[config.mk]
export PLATFORM = sky130hd
export DESIGN_NAME = ref_level_census
export DESIGN_NICKNAME = d
export VERILOG_FILES = /design/src/rtl/rlc_pkg.sv /design/src/rtl/rlc_vsync_edge.sv /design/src/rtl/rlc_thresh_acc.sv /design/src/rtl/rlc_snap_regs.sv /design/src/rtl/ref_level_census.sv
export SDC_FILE = /design/constraint.sdc
export NUM_CORES = 1
export LEC_CHECK = 0
export ABC_CLOCK_PERIOD_IN_PS = 2300
export BUFFER_PORTS_ARGS = -buffer_cell sky130_fd_sc_hd__buf_2
export CAP_MARGIN = 20
export CORE_UTILIZATION = 54
export CTS_CLUSTER_SIZE = 25
export DETAILED_ROUTE_END_ITERATION = 10
export GPL_TIMING_DRIVEN = 0
export PLACE_DENSITY_LB_ADDON = 0.12
export SLEW_MARGIN = 20
export SYNTH_ARGS = -nofsm -noshare
export SYNTH_HDL_FRONTEND = slang
export SYNTH_SLANG_ARGS = --single-unit
[constraint.sdc]
create_clock -name clk_i -period 2.3 [get_ports clk_i]
set_input_delay 0.46 -clock clk_i [delete_from_list [all_inputs] [get_ports clk_i]]
set_output_delay 0.46 -clock clk_i [all_outputs]
set_load 0.05 [all_outputs]
[src/rtl/rlc_pkg.sv]
package rlc_pkg;
  typedef enum logic {
    CMP_BELOW = 1'b0,
    CMP_ABOVE = 1'b1
  } cmp_mode_e;

  localparam int unsigned BYTE_W = 8;
endpackage

[src/rtl/rlc_vsync_edge.sv]
module rlc_vsync_edge (
  input  logic clk_i,
  input  logic rst_ni,
  input  logic vsync_i,
  output logic rise_o
);
  logic vsync_q;

  always_ff @(posedge clk_i or negedge rst_ni) begin
    if (!rst_ni) vsync_q <= 1'b0;
    else         vsync_q <= vsync_i;
  end

  assign rise_o = vsync_i & ~vsync_q;
endmodule

[src/rtl/rlc_thresh_acc.sv]
module rlc_thresh_acc
  import rlc_pkg::*;
#(
  parameter int unsigned     PIX_W  = 8,
  parameter int unsigned     ACC_W  = 17,
  parameter cmp_mode_e       MODE   = CMP_BELOW,
  parameter logic [PIX_W-1:0] THRESH = '0
) (
  input  logic             clk_i,
  input  logic             rst_ni,
  input  logic             qual_i,
  input  logic [PIX_W-1:0] pix_i,
  input  logic             frame_start_i,
  output logic [ACC_W-1:0] acc_o
);
  localparam logic [ACC_W-1:0] ACC_MAX = '1;

  logic             cmp_hit;
  logic             hit;
  logic [ACC_W-1:0] acc_q;

  generate
    if (MODE == CMP_BELOW) begin : g_below
      assign cmp_hit = (pix_i < THRESH);
    end else begin : g_above
      assign cmp_hit = (pix_i > THRESH);
    end
  endgenerate

  assign hit = qual_i & cmp_hit;

  always_ff @(posedge clk_i or negedge rst_ni) begin
    if (!rst_ni) begin
      acc_q <= '0;
    end else if (frame_start_i) begin
      // edge-cycle pixel belongs to the new frame
      acc_q <= {{(ACC_W-1){1'b0}}, hit};
    end else if (hit && (acc_q != ACC_MAX)) begin
      acc_q <= acc_q + 1'b1;
    end
  end

  assign acc_o = acc_q;
endmodule

[src/rtl/rlc_snap_regs.sv]
module rlc_snap_regs
  import rlc_pkg::*;
#(
  parameter int unsigned       N_CNT     = 2,
  parameter int unsigned       CNT_W     = 16,
  parameter int unsigned       ADDR_W    = 8,
  parameter logic [ADDR_W-1:0] ADDR_BASE = 8'h57,
  localparam int unsigned      ACC_W     = CNT_W + 1,
  localparam int unsigned      NB        = CNT_W / BYTE_W
) (
  input  logic                        clk_i,
  input  logic                        rst_ni,
  input  logic                        frame_start_i,
  input  logic [N_CNT-1:0][ACC_W-1:0] acc_i,
  input  logic [ADDR_W-1:0]           rd_addr_i,
  output logic [N_CNT-1:0][CNT_W-1:0] snap_o,
  output logic [BYTE_W-1:0]           rd_data_o
);
  logic [N_CNT-1:0][CNT_W-1:0] snap_q;

  for (genvar k = 0; k < N_CNT; k++) begin : g_snap
    always_ff @(posedge clk_i or negedge rst_ni) begin
      if (!rst_ni)            snap_q[k] <= '0;
      else if (frame_start_i) snap_q[k] <= acc_i[k][ACC_W-1:1];
    end
  end

  // most significant byte at the lowest address of each counter
  always_comb begin
    rd_data_o = '0;
    for (int k = 0; k < N_CNT; k++) begin
      for (int j = 0; j < NB; j++) begin
        if (rd_addr_i == ADDR_BASE + ADDR_W'(k * NB + j))
          rd_data_o = snap_q[k][(NB-1-j)*BYTE_W +: BYTE_W];
      end
    end
  end

  assign snap_o = snap_q;
endmodule

[src/rtl/ref_level_census.sv]
module ref_level_census
  import rlc_pkg::*;
#(
  parameter int unsigned       PIX_W     = 8,
  parameter int unsigned       CNT_W     = 16,
  parameter int unsigned       ADDR_W    = 8,
  parameter logic [ADDR_W-1:0] ADDR_BASE = 8'h57,
  parameter logic [PIX_W-1:0]  LO_THR    = 8'd5,
  parameter logic [PIX_W-1:0]  HI_THR    = 8'd123
) (
  input  logic              clk_i,
  input  logic              rst_ni,
  input  logic              pix_qual_i,
  input  logic [PIX_W-1:0]  pix_i,
  input  logic              vsync_i,
  input  logic [ADDR_W-1:0] rd_addr_i,
  output logic [7:0]        rd_data_o
);
  localparam int unsigned N_CNT = 2;
  localparam int unsigned ACC_W = CNT_W + 1;

  logic                        frame_start;
  logic [N_CNT-1:0][ACC_W-1:0] acc_q;
  logic [N_CNT-1:0][CNT_W-1:0] snap_q;

  rlc_vsync_edge u_edge (
    .clk_i   (clk_i),
    .rst_ni  (rst_ni),
    .vsync_i (vsync_i),
    .rise_o  (frame_start)
  );

  for (genvar k = 0; k < N_CNT; k++) begin : g_cnt
    localparam cmp_mode_e        MODE = (k == 0) ? CMP_BELOW : CMP_ABOVE;
    localparam logic [PIX_W-1:0] THR  = (k == 0) ? LO_THR : HI_THR;
    rlc_thresh_acc #(
      .PIX_W  (PIX_W),
      .ACC_W  (ACC_W),
      .MODE   (MODE),
      .THRESH (THR)
    ) u_acc (
      .clk_i         (clk_i),
      .rst_ni        (rst_ni),
      .qual_i        (pix_qual_i),
      .pix_i         (pix_i),
      .frame_start_i (frame_start),
      .acc_o         (acc_q[k])
    );
  end

  rlc_snap_regs #(
    .N_CNT     (N_CNT),
    .CNT_W     (CNT_W),
    .ADDR_W    (ADDR_W),
    .ADDR_BASE (ADDR_BASE)
  ) u_regs (
    .clk_i         (clk_i),
    .rst_ni        (rst_ni),
    .frame_start_i (frame_start),
    .acc_i         (acc_q),
    .rd_addr_i     (rd_addr_i),
    .snap_o        (snap_q),
    .rd_data_o     (rd_data_o)
  );
endmodule

==> impl_metrics.csv, run 1 <==
group,metric,value,unit
outcome,status,"finished, final reports clean",
logic_synthesis,synthCells,393,
clock_network,clockBufferDepth,2,
pwr,leakage,0.00197,µW
clock_network,cts_root_buf,"clkbuf_8",
layout,finalInstanceArea,0.00418,mm²
floorplanning,initial_core_util,56.5,%
setup_path,endpoint_kind,"register",
routing,drtIter0Drc,252,
setup_path,max_stage_delay,0.39,ns
setup_path,cp_max_fo,5,
sta,fmax,0.441,GHz
floorplanning,core,0.00596,mm²
run,max_cap_viol_count,0,
setup_path,critical_path_buf_inv_count,1,
placement,pre_cts_ws,-0.468,ns
logic_synthesis,synth_top_area_share,49.8,%
routing,dr.pass1.iters,4,
sta,worstMarginPinSlew,0.608,ns
logic_synthesis,synth_nets,417,
grt,grt_pass1_vias,2920,
sta,rsz0062_at_grt,"yes",
grt,grt_max_degree,52,
sta,fin_hold_ws,0.244,ns
logic_synthesis,yosysSeqAreaShare,49.8,%
min_path,hold_class,"primary input to register",
pwr,powerDensity,626,mW/mm²
setup_path,cp.required,2.56,ns
placement,gp_congestion,0.806,
placement,portBuffers,27,
floorplanning,die_h,81.0,µm
logic_synthesis,synthFlopType,"dfrtp_1",
setup_path,path_depth,10,
clock_network,htree_levels,3,
placement,hpwl,5840,µm
grt,grt_remaining_overflow,0,
grt,track_usage,28.0,%
setup_path,rrSetupSlack,0.03,ns
clock_network,numCtsBuffers,9,
grt,antenna_found_initial,0,
setup_path,cp_cell_sequence,"ha_2 > and4_4 > nand3_4 > nor3_4 > ha_2 > and4b_1 > nand4_1 > buf_4 > or3_4 > a21oi_2",
layout,antenna_cells,0,
logic_synthesis,synth-edff-count,0,
logic_synthesis,ys_async_sr_fraction,100,%
sta,setup_slack,0.0317,ns
setup_path,critPathMostFrequentCell,"ha_2",
sta,hold_viol_final,0,
logic_synthesis,ys_ff_latch,67,
floorplanning,row_count,28,
setup_path,crit_family,"simple AND/OR/NAND/NOR gates",
routing,wl_per_cell,16.3,µm
logic_synthesis,yosys.area.top_type,"dfrtp_1",
routing,vias,3156,
setup_path,worst_setup_path_start_kind,"register",
layout,drive_gt1_share,22.6,%
setup_path,arrival,2.53,ns
routing,wl,8630,µm
min_path,min_path_cells,1,
logic_synthesis,synthesis.area,0.00337,mm²
setup_path,slowest_stage,"dfrtp_1",
setup_path,criticalPathCategory,"register to register",
sta,setup_viol,0,
clock_network,cts_tree,"built",
placement,post_dp_cell_area,0.00366,mm²
logic_synthesis,yosysUniqueCellTypes,34,
sta,setup_tns,0,ns
floorplanning,die_area,0.00655,mm²
logic_synthesis,ys.warnings.count,0,
layout,fill_cells,465,
logic_synthesis,post_synth.cell_area_avg,8.57,µm²
layout,areaGrowthSynthToFinish,24.2,%
logic_synthesis,synth_area_leaders,"dfrtp_1 50%, nand2_1 12%, a21oi_1 5.1%, o21ai_0 4.9%, or4_1 3.1%",
sta,drv_slew,0,
floorplanning,die_x,81.0,µm
sta,fin_crit_sh,98.6,%
setup_path,reg2reg_depth,10,
clock_network,clk_pin_slew,0.08,ns
routing,via_per_inst,5.95,
layout,layout.nets,474,
sta,slew_headroom,59.5,%
routing,drtAntennaViolNets,0,
floorplanning,boundaryPins,28,
pwr,fin_total_pwr,2620,µW
grt,grt_first_pass_wirelength,13600,µm
routing,post-route-drc-count,0,
sta,finClkSkew,0.0134,ns
clock_network,clkLatencyLatePin,0.35,ns
pwr,peakVddDrop,408,µV
clock_network,clock-sinks,67,
sta,final.min_clock_period,2.27,ns
## final cells by class
cell class                 count  area (µm²)  area share, %
multi-input combinational    301        1710           40.9
timing repair buffer          48         325           7.78
tap                           75        93.8           2.24
clock inverter                 6         113           2.69
inverter                       5        18.8          0.449
buffer                        18         105           2.51
sequential                    67        1680           40.2
clock buffer                  10         138           3.29
## state kept, by name, summed over array words and instances (netlist names)
| signal | flops |
|---|---|
| u_edge.vsync_q | 1 |
| g_cnt.u_acc.acc_o | 34 |
| u_regs.snap_o | 32 |
## report_power, final
part           internal (µW)  leakage (µW)  switching [µW]
Combinational           67.7      0.000915             120
Sequential              1190      0.000927            12.2
Clock                    752      0.000126             472
Total                   2010       0.00197             604
## metrics by stage
| step | util (%) | std cells |
|---|---|---|
| finish | 70.2 | 530 |
| global placement | 60.9 | 495 |
| detailed placement | 61.4 | 496 |
| global route | 70.2 | 530 |
| CTS | 68.3 | 522 |
| floorplan | - | 393 |
## kinds of logic after synthesis
kind of cell | share of synthesized area (%)
xor gates and xnor gates | 0.260
buffers and inverters | 3.05
DFF | 49.8
adders and majority gates | 1.49
and+or+nand+nor | 30.5
muxes | 1.19
AOI/OAI and AO/OA | 13.7
## metal layers
layer	GRT usage (%)	vias to the layer above	wire length [µm]
met5	0	-	0
met1	38.9	1532	3960
met4	8.75	0	94
met3	6.29	8	484
li1	-	1502	-
met2	43.5	114	4090
## worst reg2reg max path, cell delays in order (launching register included)
cell	delay [ns]
dfrtp_1	0.39
ha_2	0.20
and4_4	0.20
nand3_4	0.12
nor3_4	0.05
ha_2	0.21
and4b_1	0.25
nand4_1	0.13
buf_4	0.20
or3_4	0.33
a21oi_2	0.12
## Yosys cell counts, types with 2 or more instances
library cell	count
inv_1	5
nor2_1	24
o21ai_0	33
clkbuf_1	18
nand4_1	5
o31ai_1	13
nor2b_1	2
or3_1	13
and3_1	4
ha_1	4
and4b_1	3
or4_1	14
mux2i_1	4
and4_1	6
a21oi_1	34
dfrtp_1	67
nand3_1	17
nand2_1	111
## timing repair
item / 4_1_cts / 5_1_grt
pin swaps: 4 / 7
resized for setup: 23 / 20
setup buffers: 11 / 8
endpoints found under the hold margin: 16 / 0
hold buffers: 1 / 0
setup endpoints to repair: 41 / 25
## cells in the final DEF (no fill, tap or decap), types with 4 or more instances in the layout
| cell type | instances |
|---|---|
| nand4_1 | 5 |
| nand3_1 | 16 |
| nand2_1 | 110 |
| dfrtp_1 | 65 |
| buf_2 | 23 |
| o21ai_2 | 8 |
| a21oi_2 | 4 |
| mux2i_1 | 4 |
| ha_2 | 4 |
| nor2_1 | 23 |
| clkbuf_1 | 12 |
| a21oi_1 | 30 |
| o31ai_1 | 12 |
| buf_4 | 22 |
| or3_1 | 11 |
| or4_1 | 14 |
| clkbuf_8 | 11 |
| o21ai_0 | 25 |
| inv_1 | 5 |
## final timing paths
check | from | to
max | g_cnt[0].u_acc.acc_o[1] | g_cnt[0].u_acc.acc_o[9]
min | vsync_i | u_edge.vsync_q
max reg2reg | g_cnt[0].u_acc.acc_o[1] | g_cnt[0].u_acc.acc_o[9]
min reg2reg | u_regs.snap_o[15] | u_regs.snap_o[15]
max in group asynchronous | rst_ni | g_cnt[1].u_acc.acc_o[11]
min in group asynchronous | rst_ni | g_cnt[0].u_acc.acc_o[7]
Note: power is estimated with default switching activity, not from simulation.
==> run 2, diff against run 1 <==
CORE_UTILIZATION = 45   (was 54)
==> run 2 against run 1 <==
Sequential power hardly changed. Setup slack better by 0.020 ns. Core utilization fell by 13 points. Combinational power up 6%. Final cell count up 4.0%. Global-route usage is 4.6 points lower. Non-clock buffer count decreased by 2. Sequential share of layout area up 0.44 points. Clock power shrank 31%. Clock skew shrank 0.0032 ns. Largest cell class unchanged.
==> impl_metrics.csv, run 2 (synthesized netlist as in run 1, its figures left out) <==
group,metric,value,unit
layout,layout_common_cells,"111 x nand2_1, 67 x dfrtp_1, 32 x a21oi_1, 25 x o21ai_0, 23 x nor2_1",
clock_network,clockBufferDepth,2,
layout,final_common_cell,"nand2_1",
setup_path,cp_max_fo,7,
clock_network,clkLatencyLatePin,0.35,ns
outcome,status,"finished, final reports clean",
floorplanning,core,0.00725,mm²
layout,fill_cells,674,
min_path,hold_class,"primary input to register",
routing,dr.pass1.iters,7,
floorplanning,die_area,0.00783,mm²
grt,grt_max_degree,55,
grt,grt_remaining_overflow,0,
setup_path,max_stage_delay,0.39,ns
floorplanning,die_x,88.5,µm
clock_network,cts_root_buf,"clkbuf_8",
layout,finalCoreUtilization,56.9,%
sta,rsz0062_at_grt,"yes",
routing,via_per_inst,5.58,
floorplanning,row_count,31,
run,max_cap_viol_count,0,
routing,drtAntennaViolNets,0,
clock_network,clock-sinks,67,
routing,drtIter0Drc,159,
routing,wl,8530,µm
floorplanning,initial_core_util,46.4,%
floorplanning,boundaryPins,28,
setup_path,critical_path_buf_inv_count,1,
setup_path,criticalPathCategory,"register to register",
sta,fin_crit_sh,97.7,%
clock_network,clk_pin_slew,0.07,ns
setup_path,slowest_stage,"dfrtp_1",
routing,post-route-drc-count,0,
layout,largest_reg_flops,34,
placement,post-place-cells,520,
layout,areaGrowthSynthToFinish,22.7,%
pwr,peakVddDrop,258,µV
clock_network,htree_levels,3,
layout,layout.nets,472,
setup_path,cp.required,2.57,ns
routing,wl_per_cell,15.5,µm
grt,grt_first_pass_wirelength,13600,µm
setup_path,arrival,2.52,ns
routing,vias,3077,
setup_path,worst_setup_path_start_kind,"register",
placement,hpwl,5760,µm
sta,final.min_clock_period,2.25,ns
pwr,powerDensity,544,mW/mm²
floorplanning,die_h,88.5,µm
sta,finClkSkew,0.0102,ns
clock_network,cts_tree,"built",
grt,track_usage,23.4,%
sta,drv_slew,0,
sta,setup_viol,0,
pwr,leakage,0.00191,µW
sta,hold_viol_final,0,
clock_network,numCtsBuffers,9,
setup_path,crit_family,"simple AND/OR/NAND/NOR gates",
layout,antenna_cells,0,
layout,drive_gt1_share,20.1,%
setup_path,cp_cell_sequence,"ha_1 > and4_4 > nand3_4 > nor3_2 > ha_2 > and4b_1 > nand4_1 > buf_6 > or3_1 > a21oi_1",
sta,worstMarginPinSlew,0.558,ns
grt,grt_pass1_vias,2832,
layout,final-instance-count-excl-fill,551,
sta,fmax,0.445,GHz
grt,antenna_found_initial,0,
setup_path,endpoint_kind,"register",
sta,slew_headroom,62.8,%
placement,portBuffers,27,
placement,gp_congestion,0.817,
[run 2: where the power goes]
group	switching [µW]	internal [µW]
Sequential	11.3	1190
Clock	430	414
Combinational	123	75.9
Total	563	1680
[run 2: final cells by class]
class / count / area [µm²] / share of cell area, %
multi-input combinational: 301 / 1700 / 41.1
tap: 99 / 124 / 3.00
sequential: 67 / 1680 / 40.6
buffer: 18 / 108 / 2.61
clock inverter: 2 / 12.5 / 0.303
clock buffer: 13 / 149 / 3.60
inverter: 5 / 18.8 / 0.454
timing repair buffer: 46 / 344 / 8.33
[run 2: through the flow]
stage | setup WS (ns) | setup TNS (ns) | hold WS, ns | area [µm²] | power [µW]
after floorplan | 0.0350 | 0 | 0.164 | 3400 | 1310
after global placement | -0.464 | -10.40 | 0.455 | 3660 | 1380
after detailed placement | -0.474 | -10.83 | 0.335 | 3690 | 1390
after CTS | 0.00173 | 0 | 0.234 | 4030 | 2250
after global routing | -0.0226 | -0.0570 | 0.248 | 4130 | 2330
final | 0.0519 | 0 | 0.239 | 4130 | 2250
[run 2: what timing repair did]
| item | 4_1_cts | 5_1_grt |
|---|---|---|
| endpoints found under the setup margin | 41 | 38 |
| hold endpoints to repair | 13 | 0 |
| pin swaps | 2 | 7 |
| gates cloned | 1 | 1 |
| setup buffers | 12 | 3 |
| gates resized for setup | 22 | 22 |
| hold buffers | 1 | 0 |
[run 2: path summary, 6_finish.rpt]
kind | slack, ns | endpoint | cells past startpoint | from
max reg2reg | 0.05 | g_cnt[0].u_acc.acc_o[9] | 10 | g_cnt[0].u_acc.acc_o[0]
max | 0.05 | g_cnt[0].u_acc.acc_o[9] | 10 | g_cnt[0].u_acc.acc_o[0]
min | 0.24 | u_edge.vsync_q | 1 | vsync_i
min reg2reg | 0.47 | u_regs.snap_o[31] | 2 | u_regs.snap_o[31]
max in group asynchronous | 1.25 | u_regs.snap_o[25] | 3 | rst_ni
min in group asynchronous | 0.52 | g_cnt[0].u_acc.acc_o[13] | 2 | rst_ni
[run 2: routing by layer]
| layer | part of all wire [%] | wire, µm | global-route usage [%] | vias to the layer above |
|---|---|---|---|---|
| li1 | - | - | - | 1500 |
| met1 | 48 | 4120 | 33.8 | 1487 |
| met2 | 46 | 3900 | 35.6 | 74 |
| met3 | 4.2 | 362 | 4.01 | 16 |
| met4 | 1.8 | 152 | 8.21 | 0 |
| met5 | 0 | 0 | 0 | - |
[run 2: worst reg2reg max path, stage by stage, from the launching register on]
cell and delay [ns]:
dfrtp_1 0.39, ha_1 0.24, and4_4 0.21, nand3_4 0.09, nor3_2 0.04, ha_2 0.20
and4b_1 0.25, nand4_1 0.12, buf_6 0.17, or3_1 0.34, a21oi_1 0.13
